<file path="config.mk">
export PLATFORM = sky130hd
export DESIGN_NAME = ep_xfer_tracker
export DESIGN_NICKNAME = d
export VERILOG_FILES = /design/src/rtl/ep_xfer_pkg.sv /design/src/rtl/ep_xfer_counters.sv /design/src/rtl/ep_iso_pid_seq.sv /design/src/rtl/ep_xfer_tracker.sv
export SDC_FILE = /design/constraint.sdc
export NUM_CORES = 1
export LEC_CHECK = 0
export ABC_AREA = 1
export BUFFER_PORTS_ARGS = -buffer_cell sky130_fd_sc_hd__buf_2
export CAP_MARGIN = 20
export CORE_MARGIN = 1
export CORE_UTILIZATION = 54
export DETAILED_ROUTE_END_ITERATION = 12
export GPL_TIMING_DRIVEN = 0
export PLACE_DENSITY = 0.89
export SLEW_MARGIN = 5
export SYNTH_ARGS = -nofsm -noshare
export SYNTH_HDL_FRONTEND = slang
export SYNTH_SLANG_ARGS = --single-unit
</file>
<file path="constraint.sdc">
create_clock -name clk -period 3.3 [get_ports clk]
set_input_delay 0.66 -clock clk [delete_from_list [all_inputs] [get_ports clk]]
set_output_delay 0.66 -clock clk [all_outputs]
set_load 0.005 [all_outputs]
</file>
<file path="src/rtl/ep_xfer_pkg.sv">
package ep_xfer_pkg;

    // Width of the per-microframe packet count; fixed by the bus protocol.
    localparam int MC_W = 2;

    typedef enum logic [1:0] {
        PID_DATA0 = 2'd0,
        PID_DATA1 = 2'd1,
        PID_DATA2 = 2'd2
    } iso_pid_e;

    // Hardware events that consume a transfer.
    typedef struct packed {
        logic fill;   // packet written into the FIFO
        logic drain;  // packet read out of the FIFO
        logic sof;    // start of microframe
    } fifo_evt_t;

    // PID of the first packet in a microframe for a given packet count.
    function automatic iso_pid_e first_pid(input logic [MC_W-1:0] mc);
        case (mc)
            2'd3:    return PID_DATA2;
            2'd2:    return PID_DATA1;
            default: return PID_DATA0;
        endcase
    endfunction

endpackage

</file>
<file path="src/rtl/ep_xfer_counters.sv">
module ep_xfer_counters #(
    parameter int BYTE_W = 19,
    parameter int PKT_W  = 10
) (
    input  logic              clk,
    input  logic              rst,
    input  logic              load,
    input  logic [BYTE_W-1:0] load_bytes,
    input  logic [PKT_W-1:0]  load_pkts,
    input  logic              dec_bytes,
    input  logic [BYTE_W-1:0] dec_len,
    input  logic              dec_pkt,
    output logic [BYTE_W-1:0] bytes_q,
    output logic [PKT_W-1:0]  pkts_q,
    output logic [BYTE_W-1:0] bytes_nxt,
    output logic [PKT_W-1:0]  pkts_nxt
);

    always_comb begin
        bytes_nxt = bytes_q;
        pkts_nxt  = pkts_q;
        if (load) begin
            bytes_nxt = load_bytes;
            pkts_nxt  = load_pkts;
        end else begin
            if (dec_bytes)
                bytes_nxt = (dec_len >= bytes_q) ? '0 : bytes_q - dec_len;
            if (dec_pkt && (pkts_q != '0))
                pkts_nxt = pkts_q - PKT_W'(1);
        end
    end

    always_ff @(posedge clk) begin
        if (rst) begin
            bytes_q <= '0;
            pkts_q  <= '0;
        end else begin
            bytes_q <= bytes_nxt;
            pkts_q  <= pkts_nxt;
        end
    end

endmodule

</file>
<file path="src/rtl/ep_iso_pid_seq.sv">
module ep_iso_pid_seq
    import ep_xfer_pkg::*;
(
    input  logic            clk,
    input  logic            rst,
    input  logic [MC_W-1:0] mc,
    input  logic            uf_start,
    input  logic            pkt_sent,
    output iso_pid_e        pid
);

    logic [MC_W-1:0] idx_q;
    logic [1:0]      start_code;

    always_ff @(posedge clk) begin
        if (rst)
            idx_q <= '0;
        else if (uf_start)
            idx_q <= '0;
        else if (pkt_sent && (idx_q != '1))
            idx_q <= idx_q + MC_W'(1);
    end

    always_comb begin
        start_code = 2'(first_pid(mc));
        if (start_code > 2'(idx_q))
            pid = iso_pid_e'(start_code - 2'(idx_q));
        else
            pid = PID_DATA0;
    end

endmodule

</file>
<file path="src/rtl/ep_xfer_tracker.sv">
module ep_xfer_tracker
    import ep_xfer_pkg::*;
#(
    parameter int BYTE_W = 19,
    parameter int PKT_W  = 10,
    parameter int REG_W  = 32
) (
    input  logic              clk,
    input  logic              rst,
    input  logic              reg_wr,
    input  logic [REG_W-1:0]  reg_wdata,
    output logic [REG_W-1:0]  reg_rdata,
    input  logic              fifo_wr,
    input  logic [BYTE_W-1:0] fifo_wr_len,
    input  logic              fifo_rd,
    input  logic              uf_start,
    input  logic              irq_clr,
    output logic [1:0]        iso_pid,
    output logic              xfer_irq
);

    localparam int PKT_LO = BYTE_W;
    localparam int MC_LO  = BYTE_W + PKT_W;
    localparam int USED_W = MC_LO + MC_W;

    fifo_evt_t         evt;
    logic [BYTE_W-1:0] wr_bytes, bytes_q, bytes_nxt;
    logic [PKT_W-1:0]  wr_pkts, pkts_q, pkts_nxt;
    logic [MC_W-1:0]   mc_q;
    logic              armed_q, irq_q, done;
    iso_pid_e          pid;
    logic              unused_rsv;

    assign evt.fill  = fifo_wr;
    assign evt.drain = fifo_rd;
    assign evt.sof   = uf_start;

    assign wr_bytes   = reg_wdata[0 +: BYTE_W];
    assign wr_pkts    = reg_wdata[PKT_LO +: PKT_W];
    assign unused_rsv = ^reg_wdata[REG_W-1:USED_W];

    ep_xfer_counters #(
        .BYTE_W (BYTE_W),
        .PKT_W  (PKT_W)
    ) u_cnt (
        .clk        (clk),
        .rst        (rst),
        .load       (reg_wr),
        .load_bytes (wr_bytes),
        .load_pkts  (wr_pkts),
        .dec_bytes  (evt.fill),
        .dec_len    (fifo_wr_len),
        .dec_pkt    (evt.drain),
        .bytes_q    (bytes_q),
        .pkts_q     (pkts_q),
        .bytes_nxt  (bytes_nxt),
        .pkts_nxt   (pkts_nxt)
    );

    ep_iso_pid_seq u_pid (
        .clk      (clk),
        .rst      (rst),
        .mc       (mc_q),
        .uf_start (evt.sof),
        .pkt_sent (evt.drain),
        .pid      (pid)
    );

    // Completion: an armed transfer whose counts both land on zero.
    assign done = !reg_wr && armed_q && (bytes_nxt == '0) && (pkts_nxt == '0);

    always_ff @(posedge clk) begin
        if (rst) begin
            mc_q    <= '0;
            armed_q <= 1'b0;
            irq_q   <= 1'b0;
        end else begin
            if (reg_wr) begin
                mc_q    <= reg_wdata[MC_LO +: MC_W];
                armed_q <= (wr_bytes != '0) || (wr_pkts != '0);
            end else if (done) begin
                armed_q <= 1'b0;
            end
            if (done)
                irq_q <= 1'b1;
            else if (irq_clr)
                irq_q <= 1'b0;
        end
    end

    assign reg_rdata = REG_W'({mc_q, pkts_q, bytes_q});
    assign iso_pid   = 2'(pid);
    assign xfer_irq  = irq_q;

endmodule

</file>
==> out/metrics.yaml <==
status: "completed"
arrival_ns: 2.91
synth_cell_types: 38
area_growth_pct: 17.5
routedWlPerCell_um: 13.1
drive_gt1_frac: 0.198
power_switching_uw: 539
synthesis.nets: 715
setup_viol: 0
cellPowerDensity_nw_per_um2: 324
clockRootBuffer: "clkbuf_8"
netlist_area_sq_um: 3600
fin_crit_ns: 2.77
yosysMostFrequentCell: "nand2_1"
initial_core_util: 0.564
yosys-top-cells-area: "nand2_1, dfxtp_1, inv_1, nor2_1, ha_1"
yosys_warnings: 0
clock_power_share: 0.229
synth_top_area_frac: 0.199
dieArea_sq_um: 7000
fin_cells: 805
detail-route-antenna-nets: 0
synth_top_cell_by_area: "nand2_1"
via_count: 4292
firstDrtPassIters: 5
final_max_slew_viol_count: 0
cp-start-kind: "primary input"
cap_violations: 0
pwr-share-comb: 0.415
yosys-top-cells-count: "nand2_1, inv_1, nor2_1, a21oi_1, nand3_1"
clkLatencyLatePin_ns: 0.28
route.detailed.drc: 0
crit_family: "simple AND/OR/NAND/NOR gates"
synthCells: 632
intPower_uw: 833
syn-mean-instance-area_sq_um: 5.70
worst_pin_slew_ns: 0.554
fin_util: 0.662
worstSetupPathType: "primary input to register"
clk_path_buf_depth: 2
vias_per_cell: 5.33
worstPathRequired_ns: 3.45
worst_slack_ns: 0.535
die_y_um: 83.6
cts_resized: 0
dpl.hpwl_um: 8730
cts_hold_buffers: 0
htree_levels: 2
core_area_sq_um: 6390
drtIter0Drc: 287
post-route-period-util: 0.838
worst-r2r-cell-count: 19
cts_sinks: 35
placed_cells: 798
power.leakage_nw: 2.40
ys_seq_area_frac: 0.195
fp.dieW_um: 83.6
numCtsBuffers: 5
critPathMostFrequentCell: "nand2_1"
crit_buf_inv: 2
grtUsageTotal: 0.302
nets: 811
crit_chain: "buf_2, ha_1, inv_1, fa_1, nand3_1, nand3_1, nand2_1, nand2_1, or2_2, nand2_1, o21ai_0, nand2_1, nand2_1, nor2_1, nand2_1, nor2_1, nand2_1, nand2_1, a21oi_2"
hp-class: "register to register"
cp_num_cells: 19
path_max_fanout: 4
grt_pass1_vias: 3955
gp_congestion: 0.958
antenna_cells: 0
holdWs_ns: 0.477
skew_ns: 0.00169
grt_pass1_wl_um: 17400
min_path_cells: 2
cp_slowest_stage_delay_ns: 0.44
pwr-share-seq: 0.356
ys_async_sr_fraction: 0
clkTransAtPathRegs_ns: 0.07
pre_cts_slack_ns: 0.269
fmax_ghz: 0.362
hold_viol: 0
relSlewSlack: 0.631
finalSetupTns_ns: 0
slowest_stage: "fa_1"
row_count: 29
cp-end-kind: "register"
switching_share: 0.393
rsz0062_at_grt: "false"
post_cts_buffers: 0
synthFlopType: "dfxtp_1"
synth_seq_cells: 35
antenna_found_initial: 0
gr-total-overflow: 0
io_pins: 93
peakVddDrop_v: 0.000295
io_buffers: 89
grt_max_degree: 11
tritoncts: "yes"
synth_edf_count: 0
routed_wl_um: 10500
## registers in the layout, summed over array words and instances (netlist names)
| register | count |
|---|---|
| xfer_irq | 1 |
| armed_q | 1 |
| u_cnt.pkts_q | 10 |
| u_cnt.bytes_q | 19 |
| u_pid.idx_q | 2 |
| mc_q | 2 |
## placed cells by master, fill, tap and decap left out, types with 6 or more instances in the layout
| cell type | instances |
|---|---|
| nand2_1 | 191 |
| inv_1 | 101 |
| buf_2 | 92 |
| nor2_1 | 83 |
| a21oi_1 | 38 |
| nand3_1 | 38 |
| dfxtp_1 | 35 |
| ha_1 | 23 |
| o21ai_0 | 18 |
| or2_2 | 15 |
| clkbuf_1 | 9 |
| nand4_1 | 8 |
| nand2_2 | 7 |
| o21ai_1 | 7 |
| nor4_1 | 6 |
| clkbuf_8 | 6 |
## metal layers
layer	GRT usage	up-vias	routed length [um]
li1	-	2168	-
met1	0.366	1891	4200
met3	0.0178	40	718
met5	0	-	0
met2	0.549	193	5220
met4	0.131	0	389
## final timing paths
check                   start       end  slack (ns)
max            fifo_wr_len[0]   armed_q        0.53
min reg2reg          xfer_irq  xfer_irq        0.48
max reg2reg  u_cnt.bytes_q[0]   armed_q        0.60
min                  xfer_irq  xfer_irq        0.48
## power groups by stage
stage	clock network, mW	logic (mW)	registers [mW]
finish	0.314	0.570	0.488
global route	0.327	0.641	0.491
CTS	0.312	0.561	0.487
detailed placement	0	0.557	0.496
global placement	0	0.542	0.495
floorplan	0	0.392	0.490
## area by class of cell
type	count	area, sq um
multi-input combinational	479	2450
fill	617	2160
sequential	35	701
timing repair buffer	89	445
inverter	105	397
tap	77	96.3
clock buffer	6	82.6
buffer	13	56.3
clock inverter	1	5.00
## cell families after synthesis
family                   count (synthesis)  synth area share
adder cells (fa/ha/maj)                 25            0.0911
buffers and inverters                  118             0.126
other                                    1           0.00104
XOR/XNOR                                 9            0.0219
AND/OR/NAND/NOR                        374             0.463
flip-flops                              35             0.195
AO/OA/AOI/OAI                           70             0.103
## worst register-to-register path, cell delays in order (launching register included)
cell	delay, ns
dfxtp_1	0.32
inv_1	0.06
ha_1	0.13
inv_1	0.08
fa_1	0.44
nand3_1	0.11
nand3_1	0.15
nand2_1	0.10
nand2_1	0.07
or2_2	0.28
nand2_1	0.07
o21ai_0	0.08
nand2_1	0.08
nand2_1	0.06
nor2_1	0.11
nand2_1	0.06
nor2_1	0.13
nand2_1	0.10
nand2_1	0.08
a21oi_2	0.05
## through the flow
step                      instance area (sq um)  power (mW)
after detailed placement                   4140        1.05
final                                      4230        1.37
after floorplan                            3600       0.882
after global routing                       4230        1.46
after global placement                     4140        1.04
after CTS                                  4230        1.36
(Power assumes the default switching activity.)
